--- config.mk ---
export PLATFORM = sky130hd
export DESIGN_NAME = cpu16_core
export DESIGN_NICKNAME = d
export VERILOG_FILES = /design/src/rtl/cpu16_pkg.sv /design/src/rtl/cpu16_decode.sv /design/src/rtl/cpu16_regfile.sv /design/src/rtl/cpu16_alu.sv /design/src/rtl/cpu16_core.sv
export SDC_FILE = /design/constraint.sdc
export NUM_CORES = 1
export LEC_CHECK = 0
export BUFFER_PORTS_ARGS = -buffer_cell sky130_fd_sc_hd__buf_2
export CAP_MARGIN = 40
export CORE_MARGIN = 10
export CORE_UTILIZATION = 28
export CTS_CLUSTER_DIAMETER = 120
export DETAILED_ROUTE_END_ITERATION = 8
export SLEW_MARGIN = 15
export SYNTH_ARGS = -nofsm -noshare
export SYNTH_HDL_FRONTEND = slang
export SYNTH_SLANG_ARGS = --single-unit
--- constraint.sdc ---
create_clock -name clk -period 5.75 [get_ports clk]
set_input_delay 1.15 -clock clk [delete_from_list [all_inputs] [get_ports clk]]
set_output_delay 1.15 -clock clk [all_outputs]
set_load 0.03 [all_outputs]
--- src/rtl/cpu16_pkg.sv ---
package cpu16_pkg;
   localparam int OPC_W   = 4;
   localparam int REG_AW  = 2;
   localparam int FUNCT_W = 6;
   localparam int IMM_W   = 8;
   localparam int TGT_W   = 12;
   localparam int ALU_OPS = 8;

   typedef enum logic [OPC_W-1:0] {
      OP_RTYPE = 4'd0,
      OP_DISP  = 4'd1,
      OP_LUI   = 4'd2,
      OP_ORI   = 4'd3,
      OP_LW    = 4'd4,
      OP_SW    = 4'd5,
      OP_JMP   = 4'd6,
      OP_BEQ   = 4'd7,
      OP_BNE   = 4'd8
   } opcode_e;

   typedef enum logic [2:0] {
      ALU_OR, ALU_AND, ALU_ADD, ALU_SUB, ALU_SLL, ALU_SRL, ALU_XOR, ALU_SLT
   } alu_op_e;

   typedef enum logic [1:0] { WB_ALU, WB_LUI, WB_MEM } wb_sel_e;

   typedef enum logic [1:0] { PCN_SEQ, PCN_JMP, PCN_BEQ, PCN_BNE } pc_sel_e;

   typedef struct packed {
      logic    reg_we;
      logic    dst_rd;
      alu_op_e alu_op;
      logic    b_imm;
      logic    imm_sext;
      wb_sel_e wb_sel;
      logic    mem_we;
      logic    disp_we;
      pc_sel_e pc_sel;
   } ctrl_t;
endpackage

--- src/rtl/cpu16_decode.sv ---
module cpu16_decode
   import cpu16_pkg::*;
(
   input  logic [OPC_W-1:0]   opcode,
   input  logic [FUNCT_W-1:0] funct,
   output ctrl_t              ctrl
);
   always_comb begin
      ctrl          = '0;
      ctrl.alu_op   = ALU_OR;
      ctrl.wb_sel   = WB_ALU;
      ctrl.pc_sel   = PCN_SEQ;
      case (opcode)
         OP_RTYPE: begin
            if (funct < FUNCT_W'(ALU_OPS)) begin
               ctrl.reg_we = 1'b1;
               ctrl.dst_rd = 1'b1;
               ctrl.alu_op = alu_op_e'(funct[2:0]);
            end
         end
         OP_DISP: ctrl.disp_we = 1'b1;
         OP_LUI: begin
            ctrl.reg_we = 1'b1;
            ctrl.wb_sel = WB_LUI;
         end
         OP_ORI: begin
            ctrl.reg_we = 1'b1;
            ctrl.b_imm  = 1'b1;
         end
         OP_LW: begin
            ctrl.reg_we   = 1'b1;
            ctrl.b_imm    = 1'b1;
            ctrl.imm_sext = 1'b1;
            ctrl.alu_op   = ALU_ADD;
            ctrl.wb_sel   = WB_MEM;
         end
         OP_SW: begin
            ctrl.mem_we   = 1'b1;
            ctrl.b_imm    = 1'b1;
            ctrl.imm_sext = 1'b1;
            ctrl.alu_op   = ALU_ADD;
         end
         OP_JMP: ctrl.pc_sel = PCN_JMP;
         OP_BEQ: begin
            ctrl.pc_sel   = PCN_BEQ;
            ctrl.imm_sext = 1'b1;
         end
         OP_BNE: begin
            ctrl.pc_sel   = PCN_BNE;
            ctrl.imm_sext = 1'b1;
         end
         default: ;
      endcase
   end
endmodule

--- src/rtl/cpu16_regfile.sv ---
module cpu16_regfile #(
   parameter int W  = 16,
   parameter int AW = 2
) (
   input  logic          clk,
   input  logic          rst,
   input  logic          we,
   input  logic [AW-1:0] wa,
   input  logic [W-1:0]  wd,
   input  logic [AW-1:0] ra,
   input  logic [AW-1:0] rb,
   output logic [W-1:0]  qa,
   output logic [W-1:0]  qb
);
   localparam int N = 1 << AW;

   if (W < 1 || AW < 1) begin : g_bad_cfg
      $error("cpu16_regfile: W and AW must be positive");
   end

   logic [W-1:0] regs [N];

   always_ff @(posedge clk) begin
      if (rst) begin
         for (int i = 0; i < N; i++) regs[i] <= '0;
      end else if (we) begin
         regs[wa] <= wd;
      end
   end

   assign qa = regs[ra];
   assign qb = regs[rb];
endmodule

--- src/rtl/cpu16_alu.sv ---
module cpu16_alu
   import cpu16_pkg::*;
#(
   parameter int W            = 16,
   parameter bit STAGED_SHIFT = 1'b1
) (
   input  alu_op_e      op,
   input  logic [W-1:0] a,
   input  logic [W-1:0] b,
   output logic [W-1:0] y
);
   localparam int SH_W = $clog2(W);

   if (W < 4 || (1 << SH_W) != W) begin : g_bad_w
      $error("cpu16_alu: W must be a power of two of at least 4");
   end

   logic         over;
   logic [W-1:0] shl, shr;

   assign over = |b[W-1:SH_W];

   if (STAGED_SHIFT) begin : g_staged
      logic [W-1:0] sl [SH_W+1];
      logic [W-1:0] sr [SH_W+1];
      assign sl[0] = a;
      assign sr[0] = a;
      for (genvar k = 0; k < SH_W; k++) begin : g_stage
         assign sl[k+1] = b[k] ? (sl[k] << (1 << k)) : sl[k];
         assign sr[k+1] = b[k] ? (sr[k] >> (1 << k)) : sr[k];
      end
      assign shl = over ? '0 : sl[SH_W];
      assign shr = over ? '0 : sr[SH_W];
   end else begin : g_flat
      assign shl = over ? '0 : (a << b[SH_W-1:0]);
      assign shr = over ? '0 : (a >> b[SH_W-1:0]);
   end

   always_comb begin
      unique case (op)
         ALU_OR:  y = a | b;
         ALU_AND: y = a & b;
         ALU_ADD: y = a + b;
         ALU_SUB: y = a - b;
         ALU_SLL: y = shl;
         ALU_SRL: y = shr;
         ALU_XOR: y = a ^ b;
         ALU_SLT: y = {{(W-1){1'b0}}, ($signed(a) < $signed(b))};
         default: y = '0;
      endcase
   end
endmodule

--- src/rtl/cpu16_core.sv ---
module cpu16_core
   import cpu16_pkg::*;
#(
   parameter int WORD_W       = 16,
   parameter bit STAGED_SHIFT = 1'b1
) (
   input  logic              clk,
   input  logic              rst,
   output logic [WORD_W-1:0] imem_addr,
   input  logic [WORD_W-1:0] imem_data,
   output logic [WORD_W-1:0] dmem_addr,
   output logic [WORD_W-1:0] dmem_wdata,
   output logic              dmem_we,
   input  logic [WORD_W-1:0] dmem_rdata,
   output logic              disp_we,
   output logic [IMM_W-1:0]  disp_idx,
   output logic [WORD_W-1:0] disp_data
);
   localparam int HI_W = WORD_W - TGT_W;

   if (WORD_W != 16) begin : g_bad_word
      $error("cpu16_core: instruction encoding fixes WORD_W at 16");
   end

   logic [WORD_W-1:0]  pc, pc_next, pc_inc, br_tgt, jmp_tgt;
   logic [OPC_W-1:0]   f_opc;
   logic [REG_AW-1:0]  f_rs, f_rt, f_rd, w_addr;
   logic [FUNCT_W-1:0] f_funct;
   logic [IMM_W-1:0]   f_imm;
   logic [TGT_W-1:0]   f_tgt;
   logic [WORD_W-1:0]  imm_ext, rs_val, rt_val, alu_b, alu_y, wb_val;
   logic               rs_eq_rt;
   ctrl_t              ctrl;

   assign f_opc   = imem_data[WORD_W-1 -: OPC_W];
   assign f_rs    = imem_data[11:10];
   assign f_rt    = imem_data[9:8];
   assign f_rd    = imem_data[7:6];
   assign f_funct = imem_data[FUNCT_W-1:0];
   assign f_imm   = imem_data[IMM_W-1:0];
   assign f_tgt   = imem_data[TGT_W-1:0];

   cpu16_decode u_dec (
      .opcode (f_opc),
      .funct  (f_funct),
      .ctrl   (ctrl)
   );

   assign imm_ext = ctrl.imm_sext ? {{(WORD_W-IMM_W){f_imm[IMM_W-1]}}, f_imm}
                                  : {{(WORD_W-IMM_W){1'b0}}, f_imm};
   assign w_addr  = ctrl.dst_rd ? f_rd : f_rt;

   cpu16_regfile #(.W(WORD_W), .AW(REG_AW)) u_rf (
      .clk (clk),
      .rst (rst),
      .we  (ctrl.reg_we),
      .wa  (w_addr),
      .wd  (wb_val),
      .ra  (f_rs),
      .rb  (f_rt),
      .qa  (rs_val),
      .qb  (rt_val)
   );

   assign alu_b = ctrl.b_imm ? imm_ext : rt_val;

   cpu16_alu #(.W(WORD_W), .STAGED_SHIFT(STAGED_SHIFT)) u_alu (
      .op (ctrl.alu_op),
      .a  (rs_val),
      .b  (alu_b),
      .y  (alu_y)
   );

   always_comb begin
      unique case (ctrl.wb_sel)
         WB_LUI:  wb_val = {f_imm, {(WORD_W-IMM_W){1'b0}}};
         WB_MEM:  wb_val = dmem_rdata;
         default: wb_val = alu_y;
      endcase
   end

   assign rs_eq_rt = (rs_val == rt_val);
   assign pc_inc   = pc + WORD_W'(1);
   assign br_tgt   = pc_inc + imm_ext;
   assign jmp_tgt  = {pc[WORD_W-1 -: HI_W], f_tgt};

   always_comb begin
      unique case (ctrl.pc_sel)
         PCN_JMP: pc_next = jmp_tgt;
         PCN_BEQ: pc_next = rs_eq_rt ? br_tgt : pc_inc;
         PCN_BNE: pc_next = rs_eq_rt ? pc_inc : br_tgt;
         default: pc_next = pc_inc;
      endcase
   end

   always_ff @(posedge clk) begin
      if (rst) pc <= '0;
      else     pc <= pc_next;
   end

   assign imem_addr  = pc;
   assign dmem_addr  = alu_y;
   assign dmem_wdata = rt_val;
   assign dmem_we    = ctrl.mem_we;
   assign disp_we    = ctrl.disp_we;
   assign disp_idx   = f_imm;
   assign disp_data  = rs_val;
endmodule

==> impl_results.md <==
- Outcome: completed
- Netlist cell types: 107
- First-pass detailed-route iteration total: 6
- Initial antenna violation count: 0
- Vias in the first global route: 11.24k
- Synthesized area: 0.01050 mm²
- Remaining antenna violation count: 0
- Clock transition at the registers of the reported paths: 0.07 ns
- Total CTS buffers: 9
- Total die area: 0.04565 mm²
- Clock sinks: 80
- Setup violations, final: 0
- Fmax: 175.3 MHz
- First-pass GRT wire length: 73.78 mm
- Post-synthesis async set-or-reset flop share: 0%
- Crit share post-route: 99.22%
- Post-DP HPWL: 40.58 mm
- Vias per inst: 5.958
- Number of flops mapped to enable cells by yosys: 64
- FF+latch area: 0.002242 mm²
- Routability Congestion: 0.9907
- Core area: 0.03679 mm²
- R2r endpoint: u_rf.regs[2][12]$_SDFFCE_PN0P_
- Synth Register Bits: 80
- Total Wirelength: 50.56 mm
- Fill cell count: 3809
- CP Class: in2out
- Max-slew violations: 0
- Post-Synthesis Cells: 1232
- Data arrival, critical path: 4.56 ns
- PD cells: 206.2 mW/mm²
- DRC errors left: 0
- H-tree depth: 3
- Worst R2R Setup Slack: 1.46 ns
- Ys Warns: 0
- DP Area: 0.01288 mm²
- Crit end category: primary output
- Maxcap violations: 0
- Multi-input logic area: 0.007854 mm²
- Rows: 70
- Pin count of the biggest net entering global routing: 36
- Share of post-route cells with drive strength above 1: 35.01%
- Clock Path Buffers: 2
- Critical path data required time: 4.60 ns
- Final instance area: 0.01366 mm²
- R2R depth: 19
- Initial DRC count: 1302
- Syn avg cell area: 8.523 µm²
- Final Hold Viols: 0
- Leak: 0.005677 µW
- Clock Root Buffer: clkbuf_16
- Layout area overhead: 30.10%
- Insertion delay to the later sink of the worst-skew pair: 0.35 ns
- HP Start: imem_addr[0]$_SDFF_PP0_
- Nature of the critical path startpoint: input pin
- GR Util All Layers: 21.42%
- Hold buffers post-CTS: 0
- Commonest non-fill, non-tap cell in the layout: buf_4
- Crit Reg-Reg Startpoint: u_rf.regs[3][0]$_DFFE_PP_
- Global route overflow: 0
- Total Nets Final: 1606
- Slew @ Worst Pin: 0.8673 ns
- Most frequent cells in the layout: buf_4 (235), buf_2 (101), nor2_1 (90)
- Synthesized Nets: 1335
- Hold WS: 0.6152 ns
- Clk_skew: 0.007881 ns
- IO Count: 108
- RSZ-0062 raised after global routing: true
- CTS tree: done
- Setup crit start: imem_data[8]
- VDD IR-drop max: 146.4 µV
- Die X-Extent: 213.7 µm
- Part of the Yosys area used for sequential elements: 21.35%
- Die H: 213.7 µm
- Most used DFF post-synth: edfxtp_1
- Setup crit end: dmem_addr[0]
- Vias: 11.78k
- Hold/Removal Path Class: reg2reg
- Initial core utilization: 28.54%
- Crit path max fanout: 5
- Slew HR: 42.18%
- Minimum clock period: 5.705 ns
- IO buf count: 107
- Drt wl/cell: 25.57 µm
-- report_power, final --
part	internal, µW	switching, µW	total [µW]
logic	620	957	1580
registers	657	20.5	678
clock network	302	260	562
total	1580	1240	2820
-- what timing repair did --
action	4_1_cts	5_1_grt
buffers inserted	5	4
endpoints found under the hold margin	0	0
resized for setup	21	57
endpoints found under the setup margin	10	11
pin swaps	7	20
cloned	0	1
-- synthesized netlist by cell type, types with 15 or more instances --
master	number	area [µm²]
o21ai_0	56	280.3
buf_2	19	95.09
nand2b_1	16	100.1
clkbuf_8	17	234.0
clkbuf_1	29	108.9
edfxtp_1	64	1922
a21oi_1	87	435.4
xnor2_1	36	315.3
ha_1	67	838.3
dfxtp_1	16	320.3
inv_1	59	221.5
a31oi_1	15	93.84
a211oi_1	23	172.7
and2_1	21	131.4
and3_1	17	106.4
nand2_1	92	345.3
nor2_1	93	349.1
mux4_2	34	765.7
a21o_1	16	120.1
nor3_1	43	215.2
nand3_1	60	300.3
-- state kept, by name (all words and copies together) (netlist names) --
| register | cells |
|---|---|
| imem_addr | 16 |
| u_rf.regs | 64 |
-- layout make-up --
type | instances | share of cell area [%]
multi-input combinational | 999 | 57.49
timing repair buffer | 349 | 17.94
sequential | 80 | 16.41
tap | 468 | 4.287
inverter | 64 | 1.759
clock buffer | 9 | 1.649
clock inverter | 7 | 0.4396
antenna | 1 | 0.01832
-- worst min path at each step --
stage | end | slack [ns] | cells past startpoint
finish | imem_addr[0]$_SDFF_PP0_ | 0.62 | 3
global route | imem_addr[0]$_SDFF_PP0_ | 0.67 | 3
CTS | imem_addr[0]$_SDFF_PP0_ | 0.62 | 3
detailed placement | imem_addr[0]$_SDFF_PP0_ | 0.60 | 3
global placement | imem_addr[0]$_SDFF_PP0_ | 0.61 | 3
floorplan | imem_addr[0]$_SDFF_PP0_ | 0.70 | 3
-- critical path, cell delays in order --
cell and delay [ns]:
buf_4 0.12, buf_8 0.14, clkbuf_16 0.15, mux4_2 0.53
a21o_1 0.19, ha_1 0.30, or2_4 0.29, or4_4 0.57
a211oi_4 0.29, o21ai_1 0.11, buf_4 0.17, a31oi_4 0.15
buf_6 0.14, a21oi_1 0.05, buf_4 0.19
-- routing by layer --
layer / vias to the layer above / share of wire, % / wire length [µm] / GRT usage, %
met5: - / 0 / 0 / 0
met4: 0 / 4.7 / 2369 / 9.606
met3: 100 / 7.5 / 3808 / 2.555
met2: 627 / 46 / 23330 / 34.68
met1: 5778 / 42 / 21050 / 28.11
li1: 5273 / - / - / -
-- stage by stage --
step	setup TNS (ns)	util [%]	power, µW	worst slack [ns]	std cells
after global placement	-1.093	34.88	2146	-0.1680	1946
final	0	37.14	2816	0.04457	1977
after global routing	-0.001646	37.13	2942	-0.001383	1976
after detailed placement	-1.405	35.02	2147	-0.2670	1950
after CTS	0	36.15	2728	0.003605	1971
after floorplan	-0.1356	-	1563	-0.1356	1232
-- cell families (layout without fill, tap and decap cells) --
group / after synthesis / after routing / synth area share, %
AOI/OAI and AO/OA: 389 / 389 / 26.08
xor gates and xnor gates: 49 / 49 / 4.087
adders and majority gates: 69 / 69 / 8.365
buffers and inverters: 153 / 429 / 8.544
DFF: 80 / 80 / 21.35
muxes: 45 / 45 / 8.746
other: 0 / 1 / 0
and+or+nand+nor: 447 / 447 / 22.82
(Power assumes the default switching activity.)
